$ cat config.mk
export PLATFORM = sky130hd
export DESIGN_NAME = flash_cmd_fsm
export DESIGN_NICKNAME = d
export VERILOG_FILES = /design/src/rtl/flash_cmd_pkg.sv /design/src/rtl/flash_cmd_decode.sv /design/src/rtl/flash_cmd_ctrl.sv /design/src/rtl/flash_rd_select.sv /design/src/rtl/flash_cmd_fsm.sv
export SDC_FILE = /design/constraint.sdc
export NUM_CORES = 1
export LEC_CHECK = 0
export BUFFER_PORTS_ARGS = -buffer_cell sky130_fd_sc_hd__clkbuf_2
export CORE_AREA = 5 5 97 99
export CTS_CLUSTER_DIAMETER = 50
export DETAILED_ROUTE_END_ITERATION = 12
export DIE_AREA = 0 0 102 104
export SETUP_SLACK_MARGIN = 0.2
export SLEW_MARGIN = 20
export SYNTH_ARGS = -nofsm -noshare
export SYNTH_HDL_FRONTEND = slang
export SYNTH_HIERARCHICAL = 1
export SYNTH_SLANG_ARGS = --single-unit
export TNS_END_PERCENT = 30
$ cat constraint.sdc
create_clock -name clk -period 1.8 [get_ports clk]
set_clock_uncertainty 0.05 [all_clocks]
set_input_delay 0.36 -clock clk [delete_from_list [all_inputs] [get_ports clk]]
set_output_delay 0.36 -clock clk [all_outputs]
set_load 0.005 [all_outputs]
$ cat src/rtl/flash_cmd_pkg.sv
package flash_cmd_pkg;

  typedef enum logic [3:0] {
    ST_READ, ST_UL1, ST_UL2, ST_PWAIT,
    ST_EPRE, ST_EUL1, ST_EUL2,
    ST_PROG, ST_ERASE, ST_SUSP, ST_IDENT, ST_ERR
  } fsm_state_e;

  typedef enum logic [1:0] {
    OP_NONE = 2'd0, OP_PROG = 2'd1, OP_SECT = 2'd2, OP_CHIP = 2'd3
  } alg_op_e;

  typedef enum logic [1:0] {
    RS_ARRAY = 2'd0, RS_STATUS = 2'd1, RS_IDENT = 2'd2
  } rd_src_e;

  typedef struct packed {
    logic ul1;
    logic ul2;
    logic rst;
    logic prog;
    logic ident;
    logic epre;
    logic chip;
    logic sect;
    logic susp;
  } wr_cls_t;

  localparam logic [7:0] D_UL1   = 8'hAA;
  localparam logic [7:0] D_UL2   = 8'h55;
  localparam logic [7:0] D_RST   = 8'hF0;
  localparam logic [7:0] D_PROG  = 8'hA0;
  localparam logic [7:0] D_IDENT = 8'h90;
  localparam logic [7:0] D_EPRE  = 8'h80;
  localparam logic [7:0] D_CHIP  = 8'h10;
  localparam logic [7:0] D_SECT  = 8'h30;
  localparam logic [7:0] D_SUSP  = 8'hB0;

endpackage

$ cat src/rtl/flash_cmd_decode.sv
module flash_cmd_decode
  import flash_cmd_pkg::*;
#(
  parameter int ADDR_W = 12
) (
  input  logic [ADDR_W-1:0] addr,
  input  logic [7:0]        data,
  output wr_cls_t           cls
);
  localparam logic [ADDR_W-1:0] A_FIRST  = ADDR_W'(11'h555);
  localparam logic [ADDR_W-1:0] A_SECOND = ADDR_W'(11'h2AA);

  logic at_first, at_second;

  always_comb begin
    at_first  = (addr == A_FIRST);
    at_second = (addr == A_SECOND);
    cls.ul1   = at_first  && (data == D_UL1);
    cls.ul2   = at_second && (data == D_UL2);
    cls.rst   = (data == D_RST);
    cls.prog  = (data == D_PROG);
    cls.ident = (data == D_IDENT);
    cls.epre  = (data == D_EPRE);
    cls.chip  = at_first && (data == D_CHIP);
    cls.sect  = (data == D_SECT);
    cls.susp  = (data == D_SUSP);
  end
endmodule

$ cat src/rtl/flash_cmd_ctrl.sv
module flash_cmd_ctrl
  import flash_cmd_pkg::*;
#(
  parameter int ADDR_W = 12
) (
  input  logic              clk,
  input  logic              rst_n,
  input  logic              wr_en,
  input  logic [ADDR_W-1:0] wr_addr,
  input  logic [7:0]        wr_data,
  input  wr_cls_t           cls,
  input  logic              alg_done,
  input  logic              alg_fail,
  output fsm_state_e        state,
  output logic              susp,
  output logic              chip_tgt,
  output logic [ADDR_W-1:0] tgt_addr,
  output logic              alg_start,
  output alg_op_e           alg_op,
  output logic [ADDR_W-1:0] alg_addr,
  output logic [7:0]        alg_data
);
  fsm_state_e        state_q, state_d, base;
  logic              susp_q, susp_d;
  logic              chip_q, chip_d;
  logic [ADDR_W-1:0] tgt_q, tgt_d;
  logic              start_q, start_d;
  alg_op_e           op_q, op_d;
  logic [ADDR_W-1:0] aaddr_q, aaddr_d;
  logic [7:0]        adata_q, adata_d;
  logic              skip;
  logic              load_alg;

  always_comb begin
    base     = susp_q ? ST_SUSP : ST_READ;
    skip     = cls.susp || cls.sect;
    state_d  = state_q;
    susp_d   = susp_q;
    chip_d   = chip_q;
    tgt_d    = tgt_q;
    start_d  = 1'b0;
    op_d     = op_q;
    load_alg = 1'b0;
    if (wr_en) begin
      unique case (state_q)
        ST_READ: if (cls.ul1) state_d = ST_UL1;
        ST_SUSP: begin
          if (cls.sect) begin
            state_d = ST_ERASE;
            susp_d  = 1'b0;
          end else if (cls.ul1) begin
            state_d = ST_UL1;
          end
        end
        ST_UL1: if (!skip) state_d = cls.ul2 ? ST_UL2 : base;
        ST_UL2: begin
          if (!skip) begin
            if (cls.prog)                 state_d = ST_PWAIT;
            else if (cls.ident && !susp_q) state_d = ST_IDENT;
            else if (cls.epre && !susp_q)  state_d = ST_EPRE;
            else                           state_d = base;
          end
        end
        ST_PWAIT: begin
          state_d  = ST_PROG;
          start_d  = 1'b1;
          op_d     = OP_PROG;
          load_alg = 1'b1;
        end
        ST_EPRE: if (!skip) state_d = cls.ul1 ? ST_EUL1 : base;
        ST_EUL1: if (!skip) state_d = cls.ul2 ? ST_EUL2 : base;
        ST_EUL2: begin
          if (cls.chip || cls.sect) begin
            state_d  = ST_ERASE;
            start_d  = 1'b1;
            op_d     = cls.chip ? OP_CHIP : OP_SECT;
            load_alg = 1'b1;
            chip_d   = cls.chip;
            tgt_d    = wr_addr;
          end else if (!cls.susp) begin
            state_d = base;
          end
        end
        ST_ERASE: if (cls.susp && !alg_done) begin
          state_d = ST_SUSP;
          susp_d  = 1'b1;
        end
        ST_IDENT, ST_ERR: if (cls.rst) state_d = base;
        default: ;
      endcase
    end
    if (alg_done && (state_q == ST_PROG || state_q == ST_ERASE)) begin
      if (alg_fail)                state_d = ST_ERR;
      else if (state_q == ST_PROG) state_d = base;
      else                         state_d = ST_READ;
    end
  end

  always_comb begin
    aaddr_d = load_alg ? wr_addr : aaddr_q;
    adata_d = load_alg ? ((state_q == ST_PWAIT) ? wr_data : 8'h00) : adata_q;
  end

  always_ff @(posedge clk or negedge rst_n) begin
    if (!rst_n) begin
      state_q <= ST_READ;
      susp_q  <= 1'b0;
      chip_q  <= 1'b0;
      tgt_q   <= '0;
      start_q <= 1'b0;
      op_q    <= OP_NONE;
      aaddr_q <= '0;
      adata_q <= '0;
    end else begin
      state_q <= state_d;
      susp_q  <= susp_d;
      chip_q  <= chip_d;
      tgt_q   <= tgt_d;
      start_q <= start_d;
      op_q    <= op_d;
      aaddr_q <= aaddr_d;
      adata_q <= adata_d;
    end
  end

  assign state     = state_q;
  assign susp      = susp_q;
  assign chip_tgt  = chip_q;
  assign tgt_addr  = tgt_q;
  assign alg_start = start_q;
  assign alg_op    = op_q;
  assign alg_addr  = aaddr_q;
  assign alg_data  = adata_q;
endmodule

$ cat src/rtl/flash_rd_select.sv
module flash_rd_select
  import flash_cmd_pkg::*;
#(
  parameter int ADDR_W = 12,
  parameter int SECT_W = 3
) (
  input  fsm_state_e        state,
  input  logic              susp,
  input  logic              chip_tgt,
  input  logic [ADDR_W-1:0] tgt_addr,
  input  logic [ADDR_W-1:0] rd_addr,
  output rd_src_e           rd_sel
);
  localparam logic [ADDR_W-1:0] SECT_MASK = {{SECT_W{1'b1}}, {(ADDR_W-SECT_W){1'b0}}};

  logic in_tgt;

  always_comb begin
    in_tgt = chip_tgt || ((rd_addr & SECT_MASK) == (tgt_addr & SECT_MASK));
    unique case (state)
      ST_IDENT:                   rd_sel = RS_IDENT;
      ST_PROG, ST_ERASE, ST_ERR:  rd_sel = RS_STATUS;
      default:                    rd_sel = (susp && in_tgt) ? RS_STATUS : RS_ARRAY;
    endcase
  end
endmodule

$ cat src/rtl/flash_cmd_fsm.sv
module flash_cmd_fsm
  import flash_cmd_pkg::*;
#(
  parameter int ADDR_W = 12,
  parameter int SECT_W = 3
) (
  input  logic              clk,
  input  logic              rst_n,
  input  logic              wr_en,
  input  logic [ADDR_W-1:0] wr_addr,
  input  logic [7:0]        wr_data,
  input  logic              alg_done,
  input  logic              alg_fail,
  input  logic [ADDR_W-1:0] rd_addr,
  output logic [1:0]        rd_sel,
  output logic              alg_start,
  output logic [1:0]        alg_op,
  output logic [ADDR_W-1:0] alg_addr,
  output logic [7:0]        alg_data,
  output logic              erase_hold,
  output logic              err_flag
);
  logic              rst_m, rst_q;
  wr_cls_t           cls;
  fsm_state_e        state;
  logic              susp, chip_tgt;
  logic [ADDR_W-1:0] tgt_addr;
  alg_op_e           op;
  rd_src_e           src;

  // asynchronous assert, synchronous release
  always_ff @(posedge clk or negedge rst_n) begin
    if (!rst_n) begin
      rst_m <= 1'b0;
      rst_q <= 1'b0;
    end else begin
      rst_m <= 1'b1;
      rst_q <= rst_m;
    end
  end

  flash_cmd_decode #(.ADDR_W(ADDR_W)) u_dec (
    .addr(wr_addr), .data(wr_data), .cls(cls)
  );

  flash_cmd_ctrl #(.ADDR_W(ADDR_W)) u_ctrl (
    .clk(clk), .rst_n(rst_q), .wr_en(wr_en), .wr_addr(wr_addr),
    .wr_data(wr_data), .cls(cls), .alg_done(alg_done), .alg_fail(alg_fail),
    .state(state), .susp(susp), .chip_tgt(chip_tgt), .tgt_addr(tgt_addr),
    .alg_start(alg_start), .alg_op(op), .alg_addr(alg_addr), .alg_data(alg_data)
  );

  flash_rd_select #(.ADDR_W(ADDR_W), .SECT_W(SECT_W)) u_rsel (
    .state(state), .susp(susp), .chip_tgt(chip_tgt), .tgt_addr(tgt_addr),
    .rd_addr(rd_addr), .rd_sel(src)
  );

  assign rd_sel     = src;
  assign alg_op     = op;
  assign erase_hold = susp;
  assign err_flag   = (state == ST_ERR);
endmodule

==> results of run 1 <==
-- worst min path at each step --
stage	end	slack [ps]	cells after the start	startpoint
after floorplan	rst_m	10	0	rst_n
after global placement	rst_q	100	1	rst_n
after detailed placement	rst_m	100	1	rst_n
after CTS	u_ctrl/alg_addr[3]	240	1	rst_q
after global routing	u_ctrl/alg_addr[4]	280	1	rst_q
final	u_ctrl/alg_addr[4]	220	1	rst_q
-- repair_timing --
action                                  CTS  global route
endpoints found under the setup margin   34            35
hold buffers                              1             0
hold endpoints to repair                  2             0
pin swaps                                14             3
buffers inserted                          0             1
resized for setup                        24            30
cloned                                    0             0
-- through the flow --
step                total power [mW]  setup slack, ps  hold WS, ps   util
global placement                3.09             -609         96.5  0.346
CTS                             3.80             -297          236  0.373
global route                    4.18             -366          277  0.386
detailed placement              3.13             -662         99.1  0.346
floorplan                       2.33             -246         14.4      -
finish                          3.90             -262          216  0.386
-- final cells by class --
cell class | instances | area [sq um]
Fill cell | 835 | 5200
Multi-Input combinational cell | 166 | 1390
Sequential cell | 34 | 851
Timing Repair Buffer | 115 | 769
Tap cell | 108 | 135
Clock buffer | 6 | 72.6
Inverter | 9 | 33.8
Clock inverter | 2 | 13.8
-- metal layers --
metal  part of all wire  up-vias  global-route usage  routed length [microns]
met1               0.47     1049               0.181                     3050
met3              0.041        4              0.0228                      264
met2               0.48       55               0.197                     3130
li1                   -     1029                   -                        -
met4             0.0074        0              0.0253                       48
met5                  0        -                   0                        0
-- power by group --
group / leakage (nW) / total, mW / switching [mW] / internal (mW)
Clock: 0.0452 / 0.564 / 0.291 / 0.273
Combinational: 1.03 / 2.13 / 1.07 / 1.06
Sequential: 0.427 / 1.20 / 0.167 / 1.04
-- registers in the layout (all words and copies together) (netlist names) --
signal / flops
u_ctrl/alg_start: 1
u_ctrl/susp: 1
u_ctrl/chip_tgt: 1
u_ctrl/alg_addr: 12
rst_q: 1
u_ctrl/alg_data: 8
u_ctrl/tgt_addr: 3
rst_m: 1
u_ctrl/alg_op: 2
u_ctrl/state: 4
==> flow_summary.ini, run 1 <==
[run_status]
outcome = finished with violations
failed_checks = negative setup slack

[cts]
tritoncts = built
clock-root-buffer = sky130_fd_sc_hd__clkbuf_8
cts.sinks = 34
clkTransAtPathRegs_ps = 80
ctsHtreeMaxLevel = 2
cts_made_buffers = 5
ctsLongestPathBuffers = 2
clkLatencyLatePin_ps = 280

[power]
power.density_nw_per_um2 = 1190
leakage_nw = 1.50
vdd_drop_max_uv = 588

[finish]
count_of_antenna_diodes_in_the_layout = 0
finalInstanceArea_sq_um = 3270
most_frequent_cells_in_the_layout = 58 x sky130_fd_sc_hd__buf_4, 47 x sky130_fd_sc_hd__clkbuf_2, 34 x sky130_fd_sc_hd__dfrtp_1, 31 x sky130_fd_sc_hd__nand2_1, 14 x sky130_fd_sc_hd__mux2_2
area_delta_synth_final_pct = 54.5
most_common_cell_after_layout_fill_and_taps_aside = sky130_fd_sc_hd__buf_4
design.final.nets = 368
final_layout_size_suffix_gt1_frac = 0.521
final_cells = 440

[worst_setup_path]
path_class = in -> reg
critical_path_cell_count = 11
crit_path_start_kind = input port
path_cells = buf_2, buf_4, nor4bb_4, nand3_1, nor4_2, buf_4, mux2i_1, nor3_1, a31oi_1, or4_4, o31ai_4
r2r_end = u_ctrl/state[3]
setup.reg_to_reg.worst_slack_ps = -210
critical_path.reg2reg.startpoint = u_ctrl/state[0]
timing.critical_path.slowest_stage_cell = sky130_fd_sc_hd__or4_4
cp-startpoint = wr_addr[1]
reg2regPathDepth = 6
cp_top_family = simple AND/OR/NAND/NOR gates
crit_path_end_kind = flip-flop
worst-path-max-fanout = 3
critical-path-max-stage-delay_ps = 450
critPathRequiredTime_ps = 1950
worstPathArrival_ps = 2210
critical_path_buf_inv_count = 3
critPathCapture = u_ctrl/state[2]
cp_common_cell = sky130_fd_sc_hd__buf_4

[placement]
detailed_place.area_sq_um = 2930
place.gp.congestion = 0.869
hpwl_microns = 4990
buffer_ports.inserted = 54
place_inst = 430

[timing]
setup_ws_ps = -262
timing.final.max_slew_violations = 0
final.min_clock_period_ps = 2060
report.final.hold_viol_count = 0
min_period_over_period = 1.15
setup_repair_after_global_routing_missed_its_margin = true
fin_setup_tns_ps = -3110
timing.fmax_ghz = 0.485
finalSetupViolations = 30

[detailed_routing]
finalWirelength_microns = 6490
total_drc_errors_in_the_routed_layout = 0
antenna_violating_nets_post_route = 0
detail_route.iter0.violations = 116
vias = 2137
drtPass1Iterations = 4
post_drt_via_cell_ratio = 4.86
wire_per_inst_microns = 14.7

[die]
placeableCoreArea_sq_um = 8470
rows = 34
fp.dieW_microns = 102
floorplan.die_area_sq_um = 10600
ios = 64
chipHeight_microns = 104
initial_utilization = 0.250

[global_routing]
global_route.usage.total = 0.126
maximum_number_of_pins_on_one_net_before_global_route_repair = 33
grt_pass1_vias = 2221
first_pass_grt_wire_length_microns = 11000
gr_overflow_total = 0
grt_antenna_before_repair = 0

[min_path]
hold_path.class = reg -> async

[synthesis]
synthesis.nets = 259
yosysWarnings = 6
average_footprint_of_a_synthesized_cell_sq_um = 9.53
syn-cell-area_sq_um = 2120
number_of_instances_in_the_synthesized_netlist = 222

[job]
maxCapViolCount = 0
Power figures use the tool's default switching activity.
==> run 2, diff against run 1 <==
Settings changed: SKIP_LAST_GASP set to 1.
==> run 2 against run 1 <==
- the flow still finishes with violations (negative setup slack)
- sequential cell count unchanged
- die area unchanged
- total power down 0.84%
- cell count unchanged
- global-route usage down 0.055 points
- first-iteration DRC count down 12%
==> flow_summary.ini, run 2 (same netlist as run 1, synthesis figures left out) <==
[timing]
setup_ws_ps = -276
timing.fmax_ghz = 0.482
setup_repair_after_global_routing_missed_its_margin = true
timing.final.max_slew_violations = 0
finalSetupViolations = 30
fin_setup_tns_ps = -3310
report.final.hold_viol_count = 0
final.min_clock_period_ps = 2080
min_period_over_period = 1.15

[worst_setup_path]
path_class = in -> reg
worstPathArrival_ps = 2190
crit_path_end_kind = flip-flop
r2r_end = u_ctrl/state[3]
critical_path.reg2reg.startpoint = u_ctrl/state[0]
worst-path-max-fanout = 5
reg2regPathDepth = 6
setup.reg_to_reg.worst_slack_ps = -190
critPathRequiredTime_ps = 1910
crit_path_start_kind = input port

[global_routing]
gr_overflow_total = 0
global_route.usage.total = 0.126
first_pass_grt_wire_length_microns = 11000
grt_antenna_before_repair = 0
grt_pass1_vias = 2217
maximum_number_of_pins_on_one_net_before_global_route_repair = 33

[detailed_routing]
total_drc_errors_in_the_routed_layout = 0
finalWirelength_microns = 6510
post_drt_via_cell_ratio = 4.89
antenna_violating_nets_post_route = 0
vias = 2152
wire_per_inst_microns = 14.8
drtPass1Iterations = 4
detail_route.iter0.violations = 102

[cts]
clkTransAtPathRegs_ps = 80
cts_made_buffers = 5
tritoncts = built
ctsLongestPathBuffers = 2
clock-root-buffer = sky130_fd_sc_hd__clkbuf_8
clkLatencyLatePin_ps = 290
cts.sinks = 34
ctsHtreeMaxLevel = 2

[finish]
multi_input_comb_area_sq_um = 1370
most_frequent_cells_in_the_layout = 61 x sky130_fd_sc_hd__buf_4, 50 x sky130_fd_sc_hd__clkbuf_2, 34 x sky130_fd_sc_hd__dfrtp_1, 32 x sky130_fd_sc_hd__nand2_1, 15 x sky130_fd_sc_hd__mux2_2
design.final.nets = 368
nFillCells = 845
largest_register_ff_count = 12
area_delta_synth_final_pct = 52.7
final_layout_size_suffix_gt1_frac = 0.515
seq_area_sq_um = 851
most_common_cell_after_layout_fill_and_taps_aside = sky130_fd_sc_hd__buf_4
count_of_antenna_diodes_in_the_layout = 0

[die]
ios = 64
chipHeight_microns = 104
rows = 34
fp.dieW_microns = 102
initial_utilization = 0.250
floorplan.die_area_sq_um = 10600
placeableCoreArea_sq_um = 8470

[min_path]
hold_path.class = reg -> async

[placement]
place.gp.congestion = 0.869
detailedPlace.worstSlack_ps = -662
hpwl_microns = 4990
buffer_ports.inserted = 54

[power]
leakage_nw = 1.48
power.density_nw_per_um2 = 1200
total_power_mw = 3.87
vdd_drop_max_uv = 546

[run_status]
failed_checks = negative setup slack
outcome = finished with violations

[job]
maxCapViolCount = 0
==> run 2: changes by cell type in the layout (fill, tap and decap cells not counted), sizes merged <==
cell,delta
buf,-3
clkbuf,+3
==> run 2: area by class of cell <==
cell class | instances | area share
clock buffer | 6 | 0.0225
timing repair buffer | 115 | 0.235
multi-input combinational | 166 | 0.423
tap | 108 | 0.0418
inverter | 9 | 0.0105
clock inverter | 2 | 0.00426
sequential | 34 | 0.263
==> run 2: power by group <==
part           leakage [nW]  internal, mW  switching [mW]  total, mW
clock                0.0452         0.273           0.293      0.566
sequential            0.427          1.04           0.160       1.20
combinational          1.00          1.04            1.07       2.11
==> run 2: worst max-delay path by stage <==
stage                start                   to  slack (ps)  cells past startpoint
2_1_floorplan   wr_data[3]   u_ctrl/alg_addr[3]        -250                      8
6_report        wr_data[3]      u_ctrl/state[3]        -280                      8
3_5_place_dp   wr_addr[11]   u_ctrl/alg_addr[4]        -660                      9
3_3_place_gp   wr_addr[11]  u_ctrl/alg_addr[10]        -610                      9
5_1_grt         wr_data[3]      u_ctrl/state[0]        -390                      9
4_1_cts        wr_addr[11]      u_ctrl/state[2]        -300                     10
==> run 2: repair_timing <==
item | CTS | global route
hold endpoints to repair | 2 | 0
resized for setup | 17 | 24
hold buffers | 1 | 0
buffers inserted | 0 | 1
endpoints found under the setup margin | 34 | 35
pin swaps | 7 | 2
==> run 2: worst max-delay path, stage by stage <==
cell	delay [ps]
sky130_fd_sc_hd__buf_8	100
sky130_fd_sc_hd__nor4_4	330
sky130_fd_sc_hd__nand3_2	180
sky130_fd_sc_hd__nor3_4	260
sky130_fd_sc_hd__nor2_1	120
sky130_fd_sc_hd__o31ai_4	350
sky130_fd_sc_hd__nor3_2	110
sky130_fd_sc_hd__o32a_1	370
==> run 2: routing by layer <==
layer / global-route usage / up-vias / part of all wire
met4: 0.0253 / 0 / 0.0094
met2: 0.197 / 52 / 0.48
li1: - / 1030 / -
met3: 0.0228 / 7 / 0.042
met5: 0 / - / 0
met1: 0.180 / 1063 / 0.47
==> run 2: metrics by stage <==
stage	util	instances	hold slack, ps	cell area [sq um]
final	0.382	440	217	3230
after global routing	0.382	440	280	3230
after CTS	0.371	439	236	3140
after detailed placement	0.346	430	99.1	2930
after global placement	0.346	430	96.5	2930
after floorplan	-	222	14.4	2170
